File: src/rtl/lcd_seq_pkg.sv
package lcd_seq_pkg;

  localparam int unsigned SCRIPT_LEN = 11;

  typedef struct packed {
    logic       pause;  // hold off the next byte by the long wait
    logic [7:0] code;   // command byte sent with rs = 0
  } script_entry_t;

  typedef enum logic [2:0] {
    SQ_FETCH,
    SQ_LOAD,
    SQ_BUS,
    SQ_PAUSE,
    SQ_USER,
    SQ_UBUS
  } seq_state_t;

  typedef enum logic [1:0] {
    PH_IDLE,
    PH_SETUP,
    PH_STROBE,
    PH_HOLD
  } bus_phase_t;

  function automatic script_entry_t script_at(input int unsigned idx);
    script_entry_t e;
    e.pause = 1'b0;
    case (idx)
      0:  e.code = 8'hE2;                     // software reset
      1:  e.code = 8'hA0;                     // segment direction normal
      2:  e.code = 8'hC0;                     // common scan normal
      3:  e.code = 8'hA2;                     // bias for 1/65 duty
      4:  begin e.code = 8'h2F; e.pause = 1'b1; end // supply on, then settle
      5:  e.code = 8'h81;                     // reference voltage mode
      6:  e.code = 8'h20;                     // reference voltage value
      7:  e.code = 8'hAC;                     // static indicator mode
      8:  e.code = 8'h00;                     // static indicator value
      9:  e.code = 8'h40;                     // first display line 0
      10: e.code = 8'hAF;                     // display on
      default: e.code = 8'hE3;                // no-op
    endcase
    return e;
  endfunction

  function automatic int unsigned max2(input int unsigned a, input int unsigned b);
    return (a > b) ? a : b;
  endfunction

endpackage

File: src/rtl/lcd_init_rom.sv
module lcd_init_rom
  import lcd_seq_pkg::*;
#(
  parameter int unsigned DEPTH = SCRIPT_LEN,
  localparam int unsigned AW = (DEPTH > 1) ? $clog2(DEPTH) : 1
) (
  input  logic          clk,
  input  logic          rst,
  input  logic [AW-1:0] addr,
  output script_entry_t q
);

  // Registered read so the table maps onto a block memory output register.
  always_ff @(posedge clk) begin
    q <= script_at(int'(addr));
  end


  addr_range_chk: assert property (@(posedge clk) disable iff (rst)
    int'(addr) < DEPTH);

endmodule

File: src/rtl/lcd_bus_cycle.sv
module lcd_bus_cycle
  import lcd_seq_pkg::*;
#(
  parameter int unsigned T_AS = 2,
  parameter int unsigned T_EH = 3,
  parameter int unsigned T_DS = 2,
  parameter int unsigned T_AH = 1,
  localparam int unsigned T_STROBE = max2(T_EH, T_DS),
  localparam int unsigned T_MAX = max2(max2(T_AS, T_STROBE), T_AH),
  localparam int unsigned CW = $clog2(T_MAX + 1)
) (
  input  logic       clk,
  input  logic       rst,
  input  logic       start,
  input  logic       start_rs,
  input  logic [7:0] start_byte,
  output logic       idle,
  output logic       done,
  output logic       lcd_cs_n,
  output logic       lcd_rs,
  output logic       lcd_e,
  output logic [7:0] lcd_db
);

  bus_phase_t    phase;
  logic [CW-1:0] cnt;

  assign idle = (phase == PH_IDLE);

  always_ff @(posedge clk) begin
    if (rst) begin
      phase    <= PH_IDLE;
      cnt      <= '0;
      done     <= 1'b0;
      lcd_cs_n <= 1'b1;
      lcd_rs   <= 1'b0;
      lcd_e    <= 1'b0;
      lcd_db   <= '0;
    end else begin
      done <= 1'b0;
      case (phase)
        PH_IDLE: begin
          if (start) begin
            lcd_cs_n <= 1'b0;
            lcd_rs   <= start_rs;
            lcd_db   <= start_byte;
            cnt      <= CW'(T_AS - 1);
            phase    <= PH_SETUP;
          end
        end
        PH_SETUP: begin
          if (cnt == '0) begin
            lcd_e <= 1'b1;
            cnt   <= CW'(T_STROBE - 1);
            phase <= PH_STROBE;
          end else begin
            cnt <= cnt - 1'b1;
          end
        end
        PH_STROBE: begin
          if (cnt == '0) begin
            lcd_e <= 1'b0;
            cnt   <= CW'(T_AH - 1);
            phase <= PH_HOLD;
          end else begin
            cnt <= cnt - 1'b1;
          end
        end
        default: begin
          if (cnt == '0) begin
            lcd_cs_n <= 1'b1;
            done     <= 1'b1;
            phase    <= PH_IDLE;
          end else begin
            cnt <= cnt - 1'b1;
          end
        end
      endcase
    end
  end


  strobe_inside_select_chk: assert property (@(posedge clk) disable iff (rst)
    lcd_e |-> !lcd_cs_n);


  bus_stable_chk: assert property (@(posedge clk) disable iff (rst)
    (!lcd_cs_n && $past(!lcd_cs_n)) |-> ($stable(lcd_db) && $stable(lcd_rs)));


  release_after_strobe_chk: assert property (@(posedge clk) disable iff (rst)
    $rose(lcd_cs_n) |-> !$past(lcd_e));


  start_when_idle_chk: assert property (@(posedge clk) disable iff (rst)
    start |-> lcd_cs_n);

endmodule

File: src/rtl/lcd_wait_timer.sv
module lcd_wait_timer #(
  parameter int unsigned WAIT_CYC = 100000,
  localparam int unsigned CW = $clog2(WAIT_CYC + 1)
) (
  input  logic clk,
  input  logic rst,
  input  logic start,
  output logic done
);

  logic          running;
  logic [CW-1:0] cnt;

  always_ff @(posedge clk) begin
    if (rst) begin
      running <= 1'b0;
      cnt     <= '0;
      done    <= 1'b0;
    end else begin
      done <= 1'b0;
      if (start && !running) begin
        running <= 1'b1;
        cnt     <= CW'(WAIT_CYC - 1);
      end else if (running) begin
        if (cnt == '0) begin
          running <= 1'b0;
          done    <= 1'b1;
        end else begin
          cnt <= cnt - 1'b1;
        end
      end
    end
  end


  done_after_run_chk: assert property (@(posedge clk) disable iff (rst)
    done |-> $past(running));

endmodule

File: src/rtl/lcd_init_seq.sv
module lcd_init_seq
  import lcd_seq_pkg::*;
#(
  parameter int unsigned CLK_MHZ = 100,
  parameter int unsigned WAIT_US = 1000,
  parameter int unsigned T_AS    = 2,
  parameter int unsigned T_EH    = 3,
  parameter int unsigned T_DS    = 2,
  parameter int unsigned T_AH    = 1
) (
  input  logic       clk,
  input  logic       rst,
  input  logic       usr_valid,
  input  logic       usr_rs,
  input  logic [7:0] usr_byte,
  output logic       usr_ready,
  output logic       busy,
  output logic       lcd_cs_n,
  output logic       lcd_rs,
  output logic       lcd_rw,
  output logic       lcd_e,
  output logic [7:0] lcd_db
);

  localparam int unsigned WAIT_CYC = CLK_MHZ * WAIT_US;
  localparam int unsigned AW = (SCRIPT_LEN > 1) ? $clog2(SCRIPT_LEN) : 1;

  seq_state_t    state;
  logic [AW-1:0] idx;
  script_entry_t rom_q;
  logic          bus_start, bus_rs, bus_idle, bus_done;
  logic [7:0]    bus_byte;
  logic          wait_start, wait_done;
  logic          last_entry, accept;

  assign lcd_rw     = 1'b0;
  assign last_entry = (int'(idx) == SCRIPT_LEN - 1);
  assign accept     = (state == SQ_USER) && usr_ready && usr_valid;
  assign bus_start  = (state == SQ_LOAD) || accept;
  assign bus_rs     = (state == SQ_LOAD) ? 1'b0 : usr_rs;
  assign bus_byte   = (state == SQ_LOAD) ? rom_q.code : usr_byte;
  assign wait_start = (state == SQ_BUS) && bus_done && rom_q.pause;

  lcd_init_rom #(.DEPTH(SCRIPT_LEN)) u_rom (
    .clk  (clk),
    .rst  (rst),
    .addr (idx),
    .q    (rom_q)
  );

  lcd_bus_cycle #(.T_AS(T_AS), .T_EH(T_EH), .T_DS(T_DS), .T_AH(T_AH)) u_bus (
    .clk        (clk),
    .rst        (rst),
    .start      (bus_start),
    .start_rs   (bus_rs),
    .start_byte (bus_byte),
    .idle       (bus_idle),
    .done       (bus_done),
    .lcd_cs_n   (lcd_cs_n),
    .lcd_rs     (lcd_rs),
    .lcd_e      (lcd_e),
    .lcd_db     (lcd_db)
  );

  lcd_wait_timer #(.WAIT_CYC(WAIT_CYC)) u_wait (
    .clk   (clk),
    .rst   (rst),
    .start (wait_start),
    .done  (wait_done)
  );

  always_ff @(posedge clk) begin
    if (rst) begin
      state     <= SQ_FETCH;
      idx       <= '0;
      busy      <= 1'b1;
      usr_ready <= 1'b0;
    end else begin
      case (state)
        SQ_FETCH: state <= SQ_LOAD;
        SQ_LOAD:  state <= SQ_BUS;
        SQ_BUS: begin
          if (bus_done) begin
            if (rom_q.pause) begin
              state <= SQ_PAUSE;
            end else if (last_entry) begin
              state     <= SQ_USER;
              busy      <= 1'b0;
              usr_ready <= 1'b1;
            end else begin
              idx   <= idx + 1'b1;
              state <= SQ_FETCH;
            end
          end
        end
        SQ_PAUSE: begin
          if (wait_done) begin
            if (last_entry) begin
              state     <= SQ_USER;
              busy      <= 1'b0;
              usr_ready <= 1'b1;
            end else begin
              idx   <= idx + 1'b1;
              state <= SQ_FETCH;
            end
          end
        end
        SQ_USER: begin
          if (accept) begin
            usr_ready <= 1'b0;
            state     <= SQ_UBUS;
          end
        end
        default: begin
          if (bus_done) begin
            usr_ready <= 1'b1;
            state     <= SQ_USER;
          end
        end
      endcase
    end
  end


  ready_not_busy_chk: assert property (@(posedge clk) disable iff (rst)
    usr_ready |-> !busy);


  ready_bus_free_chk: assert property (@(posedge clk) disable iff (rst)
    usr_ready |-> (lcd_cs_n && bus_idle));


  busy_never_returns_chk: assert property (@(posedge clk) disable iff (rst)
    !busy |=> !busy);


  pause_bus_quiet_chk: assert property (@(posedge clk) disable iff (rst)
    (state == SQ_PAUSE) |-> lcd_cs_n);

endmodule

File: config.mk
export PLATFORM = sky130hd
export DESIGN_NAME = lcd_init_seq
export DESIGN_NICKNAME = d
export VERILOG_FILES = /design/src/rtl/lcd_seq_pkg.sv /design/src/rtl/lcd_init_rom.sv /design/src/rtl/lcd_bus_cycle.sv /design/src/rtl/lcd_wait_timer.sv /design/src/rtl/lcd_init_seq.sv
export SDC_FILE = /design/constraint.sdc
export NUM_CORES = 1
export LEC_CHECK = 0
export CORE_MARGIN = 5
export CORE_UTILIZATION = 62
export DETAILED_ROUTE_END_ITERATION = 10
export DONT_BUFFER_PORTS = 1
export PLACE_DENSITY = 0.85
export SLEW_MARGIN = 20
export SYNTH_ARGS = -nofsm -noshare
export SYNTH_HDL_FRONTEND = slang
export SYNTH_SLANG_ARGS = --single-unit
export TNS_END_PERCENT = 50
File: constraint.sdc
create_clock -name clk -period 2.46 [get_ports clk]
set_input_delay 0.492 -clock clk [delete_from_list [all_inputs] [get_ports clk]]
set_output_delay 0.492 -clock clk [all_outputs]
set_load 0.05 [all_outputs]
==> metrics.txt, run 1 <==
outcome completed; Startpoint Class flop; wire length of the first global-routing pass 8630 um; number of port buffers 0; maximum clock rate 447 MHz; power consumption 0.00233 W; H-Tree Level Count 2; Num CTS Buffers 5; FP Rows 23; Clock Latency Late Sink 0.30 ns; worst-margin pin slew 0.554 ns; worst hold-check path type in -> reg; PostCTS Resize Cnt 0; register area 1020 um2; Clock transition at path regs 0.09 ns; Finished Layout Cells 348; Initial DRC Count 111; fin nets 321; Worst Path Required 2.66 ns; die area 5490 um2; initial antenna violation count 0; Fillers 321; clock sinks 51; max-slew violations 0; mapped cell area 2540 um2; FF+latch count, synth 51; largest net degree at the start of global routing 33; sequential area share after synthesis 40.1%; Avg Inst Size Synth 8.51 um2; Post-synth EDFFs 0; post-route minimum period 2.24 ns; Core Region 4000 um2; number of iterations in the first detailed-routing pass 4; num ports 26; CTS max path bufs 2; Crit Path Max Fanout 8; crit-path cells or4_4, or4b_4, o21ai_4, nor2_1, o31a_1; Ys Warns 0; slew margin rel. 62.1%; Lkg Pwr 0.973 nW; Largest stage delay, worst path 0.58 ns; dpl cells 340; post-CTS setup buffer count 0; cts-stage hold buffer count 0; Core Util, Final 66.8%; Final Hold Vio Count 0; Post-DP HPWL 3470 um; most frequent cells in the layout dfxtp_1, nor2_1, a21oi_1, nand2_1; gpl congestion 0.893; cell at the slowest stage of the critical path or4_4; DR vias 2,071; RSZ-0062 raised after global routing no; setup TNS 0 ns; vias in the first global route 1,940; root buffer selected by CTS clkbuf_8; Multi-input gate area 1410 um2; ys flop type dfxtp_1; Syn Inst Count 299; Wirelength per Cell 14.1 um; Routed Antenna Nets 0; Tcrit/Tclk final 90.9%; Worst Path Arrival 2.43 ns; syn nets 323; CTS tree built; Final setup viols 0; total grt overflow 0; power per cell area 873 nW/um2; Total Wirelength 4910 um; DRC Markers 0; # diodes 0; clk_skew 0.00356 ns; Distinct cells, synth 52; commonest non-fill, non-tap cell in the layout dfxtp_1; Area growth, synth to finish 5.01%; initial core utilization 63.6%; Post-synth ARST share 0%; max cap viols 0; CP Class reg -> reg; Die H 74.1 um; Critical Path End Type flop; Total GRT Usage 19.6%; ratio of cells with drive above 1 in the final layout 8.05%; Max VDD drop 0.000591 V; vias per cell 5.95; Die Wd 74.1 um
synthesized netlist by cell type, types with 2 or more instances:
cell / number / area (um2)
a2111oi_0: 2 / 17.5
a211oi_1: 9 / 67.6
a21oi_1: 21 / 105
a311oi_1: 9 / 78.8
a31o_2: 2 / 17.5
a31oi_1: 4 / 25.0
clkbuf_1: 11 / 41.3
dfxtp_1: 51 / 1020
ha_1: 12 / 150
inv_1: 15 / 56.3
nand2_1: 20 / 75.1
nand2b_1: 7 / 43.8
nand3_1: 2 / 10.0
nand3b_1: 3 / 22.5
nand4_1: 2 / 12.5
nand4b_1: 2 / 17.5
nor2_1: 45 / 169
nor2b_1: 2 / 12.5
nor3_1: 9 / 45.0
nor4_1: 5 / 31.3
o211ai_1: 3 / 22.5
o21ai_0: 15 / 75.1
o22ai_1: 3 / 18.8
o31a_1: 2 / 17.5
o31ai_1: 2 / 15.0
or2_2: 2 / 12.5
or3_1: 3 / 18.8
or4_1: 3 / 22.5
xnor2_1: 7 / 61.3
xor2_1: 4 / 35.0
critical path: cells and delay by family (launching register included):
family / cells / cell delay (ns)
flip-flops: 1 / 0.37
AO/OA/AOI/OAI: 2 / 0.54
AND/OR/NAND/NOR: 3 / 1.22
power by group:
group	switching (W)	internal (W)	leakage, nW
registers	0.000325	0.000932	0.414
clock network	0.000281	0.000198	0.0402
logic	0.000344	0.000251	0.519
total	0.000950	0.00138	0.973
cell families after synthesis:
logic type | after synthesis | synth area share, %
and+or+nand+nor | 115 | 23.8
adders and majority gates | 12 | 5.90
other | 1 | 0.147
DFF | 51 | 40.1
buffers and inverters | 28 | 4.33
muxes | 1 | 0.393
AOI/OAI and AO/OA | 80 | 21.5
xor gates and xnor gates | 11 | 3.79
cell type report:
cell class	count	area share [%]
Clock buffer	5	2.57
Inverter	15	2.11
Clock inverter	3	0.749
Multi-Input combinational cell	220	52.9
Timing Repair Buffer	4	1.12
Sequential cell	51	38.2
Tap cell	50	2.34
sequential cells by signal (all words and copies together), names as in the netlist:
signal,count
busy,1
idx,4
state,3
u_bus.cnt,2
u_bus.done,1
u_bus.lcd_cs_n,1
u_bus.lcd_db,8
u_bus.lcd_e,1
u_bus.lcd_rs,1
u_bus.phase,2
u_rom.q,7
u_wait.cnt,17
u_wait.done,1
u_wait.running,1
usr_ready,1
worst paths after layout:
path | start | to | slack [ns] | depth (start not counted)
worst max-delay path | u_wait.cnt[2]$_SDFFE_PP0P_ | u_wait.cnt[7]$_SDFFE_PP0P_ | 0.22 | 5
worst min-delay path | rst | idx[1]$_SDFFE_PP0P_ | 0.25 | 1
worst max register to register | u_wait.cnt[2]$_SDFFE_PP0P_ | u_wait.cnt[7]$_SDFFE_PP0P_ | 0.22 | 5
worst min register to register | u_rom.q[6]$_DFF_P_ | u_bus.lcd_db[6]$_SDFFE_PP0P_ | 0.46 | 2
metrics by stage:
| step | area (um2) | hold slack (ns) | setup WS [ns] |
|---|---|---|---|
| 4_1_cts | 2670 | 0.242 | 0.234 |
| 6_report | 2670 | 0.248 | 0.224 |
| 3_5_place_dp | 2580 | 0.448 | 0.250 |
| 3_3_place_gp | 2580 | 0.441 | 0.301 |
| 2_1_floorplan | 2540 | 0.441 | 0.355 |
| 5_1_grt | 2670 | 0.232 | 0.0757 |
metal layers:
metal / vias up / wire (um) / GRT usage (%)
met5: - / 0 / 0
met4: 0 / 55 / 5.84
met1: 950 / 2270 / 25.4
met3: 6 / 261 / 4.32
li1: 1068 / - / -
met2: 47 / 2320 / 32.6
Note: power is estimated with default switching activity, not from simulation.
==> run 2, diff against run 1 <==
==> constraint.sdc (replaced) <==
create_clock -name clk -period 2.46 [get_ports clk]
set_input_delay 0.492 -clock clk [delete_from_list [all_inputs] [get_ports clk]]
set_output_delay 0.492 -clock clk [all_outputs]
set_load 0.1 [all_outputs]
==> run 2 against run 1 <==
Compared with the run above:
- sequential share of layout area shrank 1.6 points
- global-route usage grew 1.6 points
- critical path depth is the same
- largest cell class unchanged
==> metrics.txt, run 2 (synthesized netlist as in run 1, its figures left out) <==
Clock Latency Late Sink 0.30 ns (about the same); Initial DRC Count 100 (was 111); setup TNS 0 ns (unchanged); fin worst setup slack 0.208 ns (was 0.224 ns); DRC Markers 0 (unchanged); cts-stage hold buffer count 0 (unchanged); Final setup viols 0 (unchanged); maximum clock rate 444 MHz (was 447 MHz); outcome completed (unchanged); dpl cells 354 (was 340); Core Region 4000 um2 (unchanged); Area growth, synth to finish 9.69% (was 5.01%); Num CTS Buffers 5 (unchanged); PostCTS Resize Cnt 0 (unchanged); H-Tree Level Count 2 (unchanged); Logic pwr share 42.7% (was 25.5%); number of iterations in the first detailed-routing pass 4 (unchanged); slew margin rel. 62.3% (was 62.1%); Post-DP HPWL 3720 um (was 3470 um); Routed Antenna Nets 0 (unchanged); RSZ-0062 raised after global routing no (unchanged); Worst Hold Slack 0.247 ns (was 0.248 ns); max cap viols 0 (unchanged); post-CTS setup buffer count 0 (unchanged); min-delay src rst (unchanged); max reg flops 17 (unchanged); CTS tree built (unchanged); largest net degree at the start of global routing 33 (unchanged); Multi-input gate area 1410 um2 (unchanged); Total Wirelength 5380 um (was 4910 um); ratio of cells with drive above 1 in the final layout 11.6% (was 8.05%); Reg2Reg Setup Slack 0.21 ns (was 0.22 ns); Clock transition at path regs 0.09 ns (about the same); Max VDD drop 0.000423 V (was 0.000591 V); CTS max path bufs 2 (unchanged); Startpoint Class flop (unchanged); # diodes 0 (unchanged); initial core utilization 63.6% (unchanged); Sw Share 43.3% (was 40.7%); Net Switching 0.00119 W (was 0.000950 W); worst-margin pin slew 0.564 ns (was 0.554 ns); wire length of the first global-routing pass 9160 um (was 8630 um); Reg2Reg Depth 5 (unchanged); Worst Path Required 2.66 ns (about the same); initial antenna violation count 0 (unchanged); clock group share of total power 20.3% (was 20.6%); commonest non-fill, non-tap cell in the layout dfxtp_1 (unchanged); max-slew violations 0 (unchanged); Lkg Pwr 1.05 nW (was 0.973 nW); Wirelength per Cell 14.9 um (was 14.1 um); Largest Register u_wait.cnt (unchanged); clk_skew 0.0120 ns (was 0.00356 ns); Die Wd 74.1 um (unchanged); Critical Path End Type flop (unchanged); sequential power share 37.0% (was 53.9%); Worst Path Arrival 2.45 ns (was 2.43 ns); gpl congestion 0.959 (was 0.893); worst hold-check path type in -> reg (unchanged); top flop regs u_wait.cnt: 17 flops, u_bus.lcd_db: 8 flops, u_rom.q: 7 flops (unchanged); total grt overflow 0 (unchanged); Pint 0.00156 W (was 0.00138 W); post-route minimum period 2.25 ns (was 2.24 ns); power per cell area 988 nW/um2 (was 873 nW/um2); number of port buffers 0 (unchanged); CP Class reg -> reg (unchanged); vias per cell 5.93 (was 5.95); Die H 74.1 um (unchanged); FP Rows 23 (unchanged); Crit Path Max Fanout 8 (unchanged); Final Hold Vio Count 0 (unchanged); num ports 26 (unchanged); Worst Setup SP u_wait.cnt[2]$_SDFFE_PP0P_ (unchanged); pre-CTS WS 0.245 ns (was 0.250 ns); fin nets 335 (was 321); DR vias 2,141 (was 2,071); register area 1020 um2 (unchanged); CP endpoint u_wait.cnt[7]$_SDFFE_PP0P_ (unchanged); worst r2r src u_wait.cnt[2]$_SDFFE_PP0P_ (unchanged); Total GRT Usage 21.1% (was 19.6%); Crit Reg-Reg Endpoint u_wait.cnt[7]$_SDFFE_PP0P_ (unchanged); clock sinks 51 (unchanged); root buffer selected by CTS clkbuf_8 (unchanged); Tcrit/Tclk final 91.5% (was 90.9%); most frequent cells in the layout dfxtp_1, nor2_1, a21oi_1, nand2_1, buf_4 (was dfxtp_1, nor2_1, a21oi_1, nand2_1); die area 5490 um2 (unchanged); Fillers 335 (was 321); vias in the first global route 2,038 (was 1,940); Finished Layout Cells 361 (was 348)
run 2: metal layers:
| metal | GRT usage [%] | routed length, um |
|---|---|---|
| met2 | 34.7 | 2640 |
| met1 | 27.0 | 2460 |
| met5 | 0 | 0 |
| met3 | 5.14 | 208 |
| met4 | 7.65 | 68 |
run 2: area by class of cell:
class                   instances  area share (%)
clock inverters                 1            1.08
repair buffers                 18            4.84
flip-flops and latches         51            36.6
multi-input cells             220            50.7
clock buffers                   6            2.60
inverters                      15            2.02
well taps                      50            2.24
run 2: worst max-delay path: stages, from the launching register on:
cell     delay, ns
dfxtp_1       0.38
or4_4         0.59
or4b_4        0.56
o21ai_4       0.28
nor2_1        0.07
o31a_1        0.28
run 2: worst min path at each step:
stage | cells after the start | endpoint | slack (ns)
after floorplan | 2 | u_bus.lcd_db[0]$_SDFFE_PP0P_ | 0.44
after global placement | 2 | u_bus.lcd_db[5]$_SDFFE_PP0P_ | 0.44
after global routing | 1 | idx[0]$_SDFFE_PP0P_ | 0.23
after CTS | 1 | idx[2]$_SDFFE_PP0P_ | 0.24
final | 1 | u_wait.running$_SDFF_PP0_ | 0.25
after detailed placement | 2 | busy$_SDFFE_PP1P_ | 0.44
run 2: power by group through the flow:
| stage | sequential (W) | clock [W] | combinational, W |
|---|---|---|---|
| after detailed placement | 0.00104 | 0 | 0.00118 |
| final | 0.00102 | 0.000560 | 0.00118 |
| after global placement | 0.00103 | 0 | 0.00115 |
| after floorplan | 0.00146 | 0 | 0.000522 |
| after global routing | 0.00103 | 0.000606 | 0.00128 |
| after CTS | 0.00102 | 0.000574 | 0.00118 |
run 2: stage by stage:
step	power, W	util, %	area, um2
detailed placement	0.00221	67.2	2690
CTS	0.00277	69.8	2790
finish	0.00276	69.8	2790
global placement	0.00218	67.2	2690
floorplan	0.00198	-	2540
global route	0.00292	69.8	2790
==> run 3, diff against run 2 <==
--- a/config.mk
+++ b/config.mk
@@ -7,6 +7,7 @@
 export LEC_CHECK = 0
 export CORE_MARGIN = 5
 export CORE_UTILIZATION = 62
+export CTS_BUF_LIST = sky130_fd_sc_hd__clkbuf_16
 export DETAILED_ROUTE_END_ITERATION = 10
 export DONT_BUFFER_PORTS = 1
 export PLACE_DENSITY = 0.85
==> run 3 against run 2 <==
Compared with the run above:
- global-route usage is 0.79 points higher
- flip-flop and latch count unchanged
- via count is 1.2% higher
- worst hold slack improved by 0.018 ns
- clock skew is 0.0051 ns lower
- sequential power barely moved
- clock-buffer cell count is 1 lower
==> metrics.txt, run 3 (synthesized netlist as in run 1, its figures left out) <==
worst-margin pin slew 0.575 ns (was 0.564 ns); total grt overflow 0 (unchanged); Wirelength per Cell 15.2 um (was 14.9 um); Total GRT Usage 21.9% (was 21.1%); max reg flops 17 (unchanged); setup TNS 0 ns (unchanged); Max VDD drop 0.000613 V (was 0.000423 V); Crit path max-delay family simple AND/OR/NAND/NOR gates (unchanged); Crit Path Max Fanout 8 (unchanged); cts-stage hold buffer count 0 (unchanged); Initial DRC Count 124 (was 100); Final Hold Vio Count 0 (unchanged); Worst Path Required 2.64 ns (was 2.66 ns); Core Region 4000 um2 (unchanged); ratio of cells with drive above 1 in the final layout 11.6% (unchanged); wire length of the first global-routing pass 9370 um (was 9160 um); CTS max path bufs 2 (unchanged); RSZ-0062 raised after global routing no (unchanged); Die H 74.1 um (unchanged); WHS Path Cells 1 (unchanged); max-slew violations 0 (unchanged); # diodes 0 (unchanged); Die Wd 74.1 um (unchanged); Startpoint Class flop (unchanged); top flop regs u_wait.cnt: 17 flops, u_bus.lcd_db: 8 flops, u_rom.q: 7 flops (unchanged); DR vias 2,166 (was 2,141); slew margin rel. 61.3% (was 62.3%); Clock Latency Late Sink 0.29 ns (was 0.30 ns); Crit Reg-Reg Endpoint u_wait.cnt[7]$_SDFFE_PP0P_ (unchanged); max cap viols 0 (unchanged); Num CTS Buffers 5 (unchanged); clock sinks 51 (unchanged); crit-path cells or4_4, or4b_4, o21ai_4, nor2_1, o31a_1 (unchanged); Reg2Reg Setup Slack 0.19 ns (was 0.21 ns); initial antenna violation count 0 (unchanged); CP bufs+invs 0 (unchanged); cell at the slowest stage of the critical path or4_4 (unchanged); number of iterations in the first detailed-routing pass 4 (unchanged); CP Class reg -> reg (unchanged); die area 5490 um2 (unchanged); Total Wirelength 5500 um (was 5380 um); Post-DP Area 2690 um2 (unchanged); worst r2r src u_wait.cnt[2]$_SDFFE_PP0P_ (unchanged); most frequent cells in the layout dfxtp_1, nor2_1, a21oi_1, nand2_1, buf_4 (unchanged); Tcrit/Tclk final 92.2% (was 91.5%); Critical Path End Type flop (unchanged); Final setup viols 0 (unchanged); Fillers 322 (was 335); register area 1020 um2 (unchanged); Largest stage delay, worst path 0.59 ns (about the same); initial core utilization 63.6% (unchanged); post-CTS setup buffer count 0 (unchanged); FP Rows 23 (unchanged); Worst Path Arrival 2.45 ns (about the same); Clock transition at path regs 0.06 ns (was 0.09 ns); Lkg Pwr 1.08 nW (was 1.05 nW); CTS tree built (unchanged); maximum clock rate 441 MHz (was 444 MHz); num ports 26 (unchanged); vias per cell 6.00 (was 5.93); root buffer selected by CTS clkbuf_16 (was clkbuf_8); largest net degree at the start of global routing 33 (unchanged); worst hold-check path type in -> reg (unchanged); Routed Antenna Nets 0 (unchanged); Area growth, synth to finish 11.9% (was 9.69%); Reg2Reg Depth 5 (unchanged); gpl congestion 0.959 (unchanged); DRC Markers 0 (unchanged); PostCTS Resize Cnt 0 (unchanged); post-route minimum period 2.27 ns (was 2.25 ns); Post-DP HPWL 3720 um (unchanged); number of port buffers 0 (unchanged); fin nets 335 (unchanged); Largest Register u_wait.cnt (unchanged); clk_skew 0.00693 ns (was 0.0120 ns); outcome completed (unchanged); min-delay src rst (unchanged); commonest non-fill, non-tap cell in the layout dfxtp_1 (unchanged); final design area excluding fillers 2850 um2 (was 2790 um2); vias in the first global route 2,084 (was 2,038); power per cell area 1040 nW/um2 (was 988 nW/um2); Multi-input gate area 1410 um2 (unchanged); H-Tree Level Count 2 (unchanged); power consumption 0.00296 W (was 0.00276 W); Hold EP idx[1]$_SDFFE_PP0P_ (was u_wait.running$_SDFF_PP0_)
## run 3: cell types whose count changed in the layout (fill, tap and decap cells not counted), sizes merged
cell    change
inv         +1
clkbuf      -1
## run 3: through the flow
| stage | setup WS (ns) | instances | hold slack [ns] | utilization (%) |
|---|---|---|---|---|
| finish | 0.191 | 361 | 0.265 | 71.2 |
| detailed placement | 0.245 | 354 | 0.440 | 67.2 |
| global route | 0.151 | 361 | 0.257 | 71.2 |
| floorplan | 0.139 | 299 | 0.441 | - |
| global placement | 0.299 | 354 | 0.439 | 67.2 |
| CTS | 0.201 | 361 | 0.265 | 71.2 |
## run 3: layout make-up
type | instances | area share (%)
Clock buffer | 5 | 4.39
Clock inverter | 2 | 1.19
Inverter | 15 | 1.98
Multi-Input combinational cell | 220 | 49.6
Sequential cell | 51 | 35.9
Tap cell | 50 | 2.20
Timing Repair Buffer | 18 | 4.75
## run 3: where the power goes
group	internal (W)	leakage [nW]	switching [W]	total, W
Sequential	0.000934	0.414	0.0000880	0.00102
Combinational	0.000332	0.590	0.000853	0.00118
Clock	0.000470	0.0811	0.000287	0.000758
Total	0.00174	1.08	0.00123	0.00296
## run 3: routing by layer
metal	track usage [%]	share of wire (%)	wire (um)	up-vias
li1	-	-	-	1097
met1	26.7	43	2390	1004
met2	36.9	49	2720	58
met3	5.54	5.5	304	7
met4	8.85	1.6	87	0
met5	0	0	0	-
## run 3: worst max path at each step
| stage | depth (start not counted) | slack [ns] | start | end |
|---|---|---|---|---|
| detailed placement | 5 | 0.25 | u_wait.cnt[2]$_SDFFE_PP0P_ | u_wait.cnt[7]$_SDFFE_PP0P_ |
| global route | 5 | 0.15 | u_wait.cnt[9]$_SDFFE_PP0P_ | u_wait.cnt[7]$_SDFFE_PP0P_ |
| global placement | 5 | 0.30 | u_wait.cnt[2]$_SDFFE_PP0P_ | u_wait.cnt[7]$_SDFFE_PP0P_ |
| finish | 5 | 0.19 | u_wait.cnt[2]$_SDFFE_PP0P_ | u_wait.cnt[7]$_SDFFE_PP0P_ |
| floorplan | 5 | 0.14 | usr_ready$_SDFFE_PP0P_ | u_bus.lcd_db[6]$_SDFFE_PP0P_ |
| CTS | 5 | 0.20 | u_wait.cnt[2]$_SDFFE_PP0P_ | u_wait.cnt[7]$_SDFFE_PP0P_ |
